==> config.mk <==
export PLATFORM = sky130hd
export DESIGN_NAME = seg_page_xlate
export DESIGN_NICKNAME = d
export VERILOG_FILES = /design/src/rtl/seg_page_xlate.sv
export SDC_FILE = /design/constraint.sdc
export NUM_CORES = 1
export LEC_CHECK = 0
export BUFFER_PORTS_ARGS = -buffer_cell sky130_fd_sc_hd__buf_2
export CAP_MARGIN = 20
export CORE_MARGIN = 5
export CORE_UTILIZATION = 46
export DETAILED_ROUTE_END_ITERATION = 12
export SYNTH_ARGS = -nofsm -noshare
export SYNTH_HDL_FRONTEND = slang
export SYNTH_SLANG_ARGS = --single-unit
==> constraint.sdc <==
create_clock -name clk -period 4.45 [get_ports clk]
set_input_delay 0.2225 -clock clk [delete_from_list [all_inputs] [get_ports clk]]
set_output_delay 0.2225 -clock clk [all_outputs]
set_load 0.02 [all_outputs]
==> src/rtl/seg_page_xlate.sv <==
module seg_page_xlate #(
  parameter int VA_W  = 32,
  parameter int SEG_W = 3,
  parameter int OFF_W = 12,
  parameter int PPN_W = 20,
  parameter int PTA_W = 32
) (
  input  logic                         clk,
  input  logic                         rst_n,
  input  logic                         req_valid,
  output logic                         req_ready,
  input  logic [VA_W-1:0]              req_vaddr,
  input  logic                         req_write,
  output logic                         rsp_done,
  output logic                         rsp_err,
  output logic [PPN_W+OFF_W-1:0]       rsp_paddr,
  output logic                         mem_rd_en,
  output logic [PTA_W-1:0]             mem_rd_addr,
  input  logic [PPN_W+2:0]             mem_rd_data,
  input  logic                         cfg_we,
  input  logic [SEG_W-1:0]             cfg_idx,
  input  logic [PTA_W-1:0]             cfg_wbase,
  input  logic [VA_W-SEG_W-OFF_W:0]    cfg_wlimit,
  input  logic                         cfg_wvalid,
  output logic [PTA_W-1:0]             cfg_rbase,
  output logic [VA_W-SEG_W-OFF_W:0]    cfg_rlimit,
  output logic                         cfg_rvalid
);
  localparam int PG_W = VA_W - SEG_W - OFF_W;
  localparam int NSEG = 1 << SEG_W;
  localparam int PA_W = PPN_W + OFF_W;

  typedef enum logic [1:0] {S_IDLE, S_ISSUE, S_CHECK} st_t;

  logic [PTA_W-1:0] seg_base [NSEG];
  logic [PG_W:0]    seg_lim  [NSEG];
  logic [NSEG-1:0]  seg_vld;

  st_t              st;
  logic [OFF_W-1:0] off_q;
  logic             wr_q;

  logic [SEG_W-1:0] seg;
  logic [PG_W-1:0]  page;
  logic             seg_bad;
  logic             pte_bad;
  logic             accept;

  always_ff @(posedge clk or negedge rst_n) begin
    if (!rst_n) begin
      for (int i = 0; i < NSEG; i++) begin
        seg_base[i] <= '0;
        seg_lim[i]  <= '0;
      end
      seg_vld <= '0;
    end else if (cfg_we) begin
      seg_base[cfg_idx] <= cfg_wbase;
      seg_lim[cfg_idx]  <= cfg_wlimit;
      seg_vld[cfg_idx]  <= cfg_wvalid;
    end
  end

  assign cfg_rbase  = seg_base[cfg_idx];
  assign cfg_rlimit = seg_lim[cfg_idx];
  assign cfg_rvalid = seg_vld[cfg_idx];

  assign seg     = req_vaddr[VA_W-1 -: SEG_W];
  assign page    = req_vaddr[OFF_W +: PG_W];
  assign seg_bad = !seg_vld[seg] || ({1'b0, page} >= seg_lim[seg]);

  assign pte_bad = !mem_rd_data[0] || (wr_q ? !mem_rd_data[2] : !mem_rd_data[1]);

  assign req_ready = (st == S_IDLE);
  assign accept    = req_valid && req_ready;
  assign mem_rd_en = (st == S_ISSUE);

  always_ff @(posedge clk or negedge rst_n) begin
    if (!rst_n) begin
      st          <= S_IDLE;
      off_q       <= '0;
      wr_q        <= 1'b0;
      mem_rd_addr <= '0;
      rsp_done    <= 1'b0;
      rsp_err     <= 1'b0;
      rsp_paddr   <= '0;
    end else begin
      rsp_done  <= 1'b0;
      rsp_err   <= 1'b0;
      rsp_paddr <= '0;
      case (st)
        S_IDLE: if (accept) begin
          if (seg_bad) begin
            rsp_done <= 1'b1;
            rsp_err  <= 1'b1;
          end else begin
            st          <= S_ISSUE;
            off_q       <= req_vaddr[OFF_W-1:0];
            wr_q        <= req_write;
            mem_rd_addr <= seg_base[seg] + {{(PTA_W-PG_W-2){1'b0}}, page, 2'b00};
          end
        end
        S_ISSUE: st <= S_CHECK;
        S_CHECK: begin
          st       <= S_IDLE;
          rsp_done <= 1'b1;
          rsp_err  <= pte_bad;
          if (!pte_bad) rsp_paddr <= {mem_rd_data[PPN_W+2:3], off_q};
        end
        default: st <= S_IDLE;
      endcase
    end
  end

  logic unused_pa;
  assign unused_pa = ^PA_W;
endmodule

[Yosys cells after proc, flatten, opt, wreduce, memory -nomap -nowiden]
Cells that the tools add are included.
Storage, ports and cells
  register bits after elaboration: 489
  output and inout port bits: 119
Cells by class
  $add $sub $neg: 1
  reduce and logical (&&, ||, !) cells: 12
  bitwise operators: 3
  equal/unequal tests: 4
  magnitude comparators: 7
  mux-type cells: 35
Operators with widths (count)
  256-bit bitwise mux: 1
  32-bit two-way mux: 7
  32-bit binary-select mux with 3-bit select: 2
  144-bit bitwise mux: 1
  18-bit binary-select mux with 3-bit select: 2
  32-bit demux with 3-bit select: 1
  18-bit two-way mux: 5
  18-bit demux with 3-bit select: 1
  32-bit by 19-bit adder with 32-bit output: 1
  17-bit by 18-bit greater-or-equal comparator with 1-bit output: 1
  8-bit bitwise mux: 1
  4-bit greater-or-equal comparator (second input constant): 2
  3-bit by 4-bit < comparator with 1-bit output (second input constant): 2
  3-bit NOT with 4-bit output: 2
  1-bit binary-select mux with 3-bit select: 2
  1-bit two-way mux: 6
  1-bit zero test: 4
  4-bit by 1-bit < comparator with 1-bit output (second input constant): 1
  2-bit two-way mux: 2
  1-bit one-hot mux with 2 select lines: 2
  2-bit one-hot mux with 2 select lines: 1
  1-bit demux with 3-bit select: 1
  3-bit by 1-bit greater-or-equal comparator with 1-bit output (second input constant): 1
  1-bit logical AND: 3
  9 further kinds: 10

[Logic depth before layout (Yosys ltp)]
  depth after elaboration: 9
  gate-level depth with buffers: 18
  depth with buffers taken out: 12

[Worst setup path before layout]
Ideal clock, no wire load.
  path type: in2reg
  from: input port req_vaddr[29]
  to: register mem_rd_addr[18]
  path buffers: 6
  stages: 16
  setup time: 0.128 ns
  required time: 4.322 ns
  arrival: 3.884 ns
  slack: 0.439 ns
  path through: buf_6 -> buf_12 -> buf_12 -> buf_4 -> buf_1 -> mux4_2 -> mux2i_1 -> ha_1 -> a2111oi_0 -> o21ai_0 -> a22o_1 -> a31oi_1 -> a21oi_2 -> inv_2 -> buf_2 -> mux2_1
Between the ends
  longest elaborated chain between the ends: 8
  elaborated cells between the ends (all ways): 15
  classes of those cells: add/sub: 1; order compare: 1; mux: 8; bitwise: 2; reduce/logical: 3
Ends and longest elaborated chain
  start, declared: RTL line 12  | input logic [VA_W-1:0] req_vaddr,
  3-bit NOT with 4-bit output (implied by the code): RTL line 69, 99
  18-bit binary-select mux with 3-bit select: RTL line 69  | assign seg_bad = !seg_vld[seg] || ({1'b0, page} >= seg_lim[seg]);
  18-bit two-way mux (implied by the code) (2 in series): RTL line 69
  17-bit by 18-bit greater-or-equal comparator with 1-bit output: RTL line 69
  1-bit logical OR: RTL line 69
  1-bit NOT (no line)
  3-bit AND reduction (no line)
  end signal, assigned: RTL line 99  | mem_rd_addr <= seg_base[seg] + {{(PTA_W-PG_W-2){1'b0}}, page, 2'b00};
  end, declared: RTL line 18  | output logic [PTA_W-1:0] mem_rd_addr,
Parallel ways exist; a longest one is shown, timed or not. The select of a mux whose other input is x is not followed.
A chain may end at the register's enable or synchronous reset.

[Worst setup path in the final report]
  from: register seg_lim[13] (netlist name)
  to: register mem_rd_addr[13]
Between the ends
  longest elaborated chain between the ends: 7
Ends and longest elaborated chain
  start, declared: RTL line 36  | logic [PG_W:0] seg_lim [NSEG];
  start signal, assigned by index: RTL line 58  | seg_lim[cfg_idx] <= cfg_wlimit;
  18-bit binary-select mux with 3-bit select: RTL line 69
  18-bit two-way mux (implied by the code) (2 in series): RTL line 69
  17-bit by 18-bit greater-or-equal comparator with 1-bit output: RTL line 69
  1-bit logical OR: RTL line 69
  1-bit NOT (no line)
  3-bit AND reduction (no line)
No other way between the ends. The select of a mux whose other input is x is not followed.

==> impl_metrics.py <==
metrics = {
    "sta": {
        "max_freq_mhz": 277,
        "finalCritPeriodShare_pct": 81.1,
        "tns_ns": 0,
        "worst_pin_slew_ns": 0.901,
        "hold_viol": 0,
        "skew_ns": 0.0215,
        "finalMaxSlewViolations": 0,
        "setup_viol": 0,
        "rsz0062_at_grt": "false",
        "timing.hold.ws_ns": 0.0624,
        "period_needed_ns": 3.61,
        "relSlewSlack_pct": 39.9,
    },
    "cts": {
        "cts_buffer_depth": 3,
        "cts_max_level": 2,
        "cts_num_sinks": 489,
        "cts-root-buf": "clkbuf_16",
        "path_clk_slew_ns": 0.06,
        "numCtsBuffers": 54,
        "postCtsSetupBuffers": 0,
        "insertion_delay_ns": 0.61,
        "cts_resized": 0,
        "cts_tree": "yes",
    },
    "global_routing": {
        "grt_max_degree": 117,
        "grt_pass1_wl_um": 107000,
        "antenna_found_initial": 5,
        "grt-ovfl-total": 0,
        "grt_pass1_vias": 17000,
        "grt_util_all_layers_pct": 23.1,
    },
    "detailed_routing": {
        "via_per_inst": 5.93,
        "antenna_left": 0,
        "routedWlPerCell_um": 25.3,
        "vias": 16200,
        "dr.pass1.iters": 5,
        "drc": 0,
        "first_iter_violations": 1063,
        "wirelength_um": 69200,
    },
    "finish": {
        "areaGrowthSynthToFinish_pct": 19.1,
        "layout.nets": 2138,
        "n_fill_cell": 4460,
        "design_area_sq_mm": 0.0303,
        "instances_no_fill": 2736,
        "layout-drive-gt1-share_pct": 51.7,
    },
    "logic_synthesis": {
        "async_reset_ff_share_pct": 100,
        "ys_seq_area_share_pct": 48.2,
        "syn_area_per_cell_sq_um": 15.1,
        "ys_ff_latch": 489,
        "yosysTopAreaCell": "dfrtp_1",
        "synth_top_cell_area_share_pct": 48.2,
        "syn_area_sq_mm": 0.0254,
        "synth.top_cells.by_area": "dfrtp_1 48%, mux2_2 21%, mux4_2 16%",
        "synth-main-ff-cell": "dfrtp_1",
        "syn_inst": 1677,
        "synth.distinct_cells": 58,
        "postSynthNetCount": 1826,
        "ys_warn_count": 0,
        "synth_edf_count": 0,
    },
    "outcome": {
        "outcome": "finished clean",
    },
    "setup_path": {
        "worst-path-max-fanout": 17,
        "reg2regPathDepth": 11,
        "reg2reg_slack_ns": 0.84,
        "required_ns": 4.92,
        "arrival_ns": 4.08,
        "end_kind": "register",
        "start_kind": "register",
        "critical_path_class": "register to register",
    },
    "floorplan": {
        "core_sq_mm": 0.0549,
        "initial_core_util_pct": 46.3,
        "io_pins": 233,
        "dieArea_sq_mm": 0.0600,
        "dieHeight_um": 245,
        "die_width_um": 245,
        "rows": 86,
    },
    "job": {
        "cap_violations": 0,
    },
    "pwr": {
        "p_total_mw": 15.3,
        "p_leak_nw": 13.2,
        "ir_drop_mv": 0.328,
        "powerDensity_mw_per_mm2": 507,
    },
    "placement": {
        "place.detailed.hpwl_um": 44700,
        "placed_area_sq_mm": 0.0275,
        "io_buffers": 232,
        "gp_congestion": 0.807,
        "place_inst": 2551,
    },
    "hold_path": {
        "holdPathStages": 5,
        "hp-class": "input port to register",
    },
}
[where the power goes]
part	total, mW	switching (mW)	internal, mW
registers	6.23	0.725	5.50
logic	4.37	2.10	2.27
clock network	4.75	1.85	2.90
total	15.3	4.67	10.7
[path summary, 6_finish.rpt]
path / startpoint / endpoint
max: seg_lim[13] / mem_rd_addr[13]
min: mem_rd_data[2] / rsp_err
max reg2reg: seg_lim[13] / mem_rd_addr[13]
min reg2reg: off_q[5] / off_q[5]
max in group asynchronous: rst_n / seg_lim[56]
min in group asynchronous: rst_n / seg_base[79]
[placed cells by master, fill, tap and decap left out, types with 14 or more instances in the layout]
master and instances:
mux4_1 18, clkbuf_8 14, mux4_2 180, o21ai_0 26, buf_2 226, a21oi_1 27
and2_1 35, mux2i_1 41, nand2_1 89, mux2_2 482, buf_4 43, dlygate4sd3_1 86
dfrtp_1 489, ha_1 34, clkbuf_16 57
[per-stage QoR]
stage	utilization, %	worst slack [ns]
floorplan	-	0.439
global placement	50.1	0.314
detailed placement	50.1	0.167
CTS	55.1	0.757
global route	55.1	0.518
finish	55.1	0.839
[per-layer routing]
metal | up-vias | part of all wire, % | track usage (%)
met5 | - | 0.10 | 0
met4 | 10 | 2.4 | 5.81
met3 | 113 | 5.8 | 4.67
met2 | 448 | 48 | 37.5
met1 | 8614 | 44 | 32.4
li1 | 7051 | - | -
[critical path, cell delays in order (launching register included)]
cell and delay, ns:
dfrtp_1 0.38, mux4_2 0.46, mux2i_1 0.22, ha_1 0.30, a2111oi_0 0.38, o21ai_0 0.22
a22o_1 0.25, a31oi_1 0.24, buf_4 0.21, a21oi_4 0.08, inv_2 0.34, mux2_2 0.38
[synth_stat cells, types with 6 or more instances]
cell type,instances
a21o_1,6
a21oi_1,27
and2_1,35
and3_1,6
buf_1,13
buf_2,11
clkbuf_1,79
dfrtp_1,489
ha_1,34
inv_1,11
mux2_2,482
mux2i_1,41
mux4_1,18
mux4_2,180
nand2_1,89
nand2b_1,8
nor2_1,13
nor3_1,7
o211ai_1,6
o21ai_0,26
o31ai_1,8
xnor2_1,13
[cells by family after synthesis]
group	after synthesis	synth area share (%)
buf+inv	123	2.12
fa+ha+maj	35	1.75
xor+xnor	18	0.621
flops	489	48.2
mux	726	41.1
simple gates	187	3.68
compound gates	99	2.53
[sequential cells by signal, summed over array words and instances, names as in the netlist]
name         cells
rsp_paddr       32
off_q           12
seg_lim        144
mem_rd_addr     32
rsp_err          1
seg_vld          8
seg_base       256
wr_q             1
st               2
rsp_done         1
[cell type report]
class                   instances  area, sq um  share of cell area, %
diodes                          1         2.50                0.00827
inverters                      12         45.0                  0.149
multi-input cells            1065        12700                   41.8
clock buffers                  76         1640                   5.41
flip-flops and latches        489        12200                   40.4
repair buffers                367         2530                   8.37
clock inverters                22          268                  0.885
well taps                     704          881                   2.91
[repair_timing]
action	CTS	global route
endpoints found under the setup margin	0	0
endpoints found under the hold margin	540	0
hold buffers	86	0
Power figures use the tool's default switching activity.
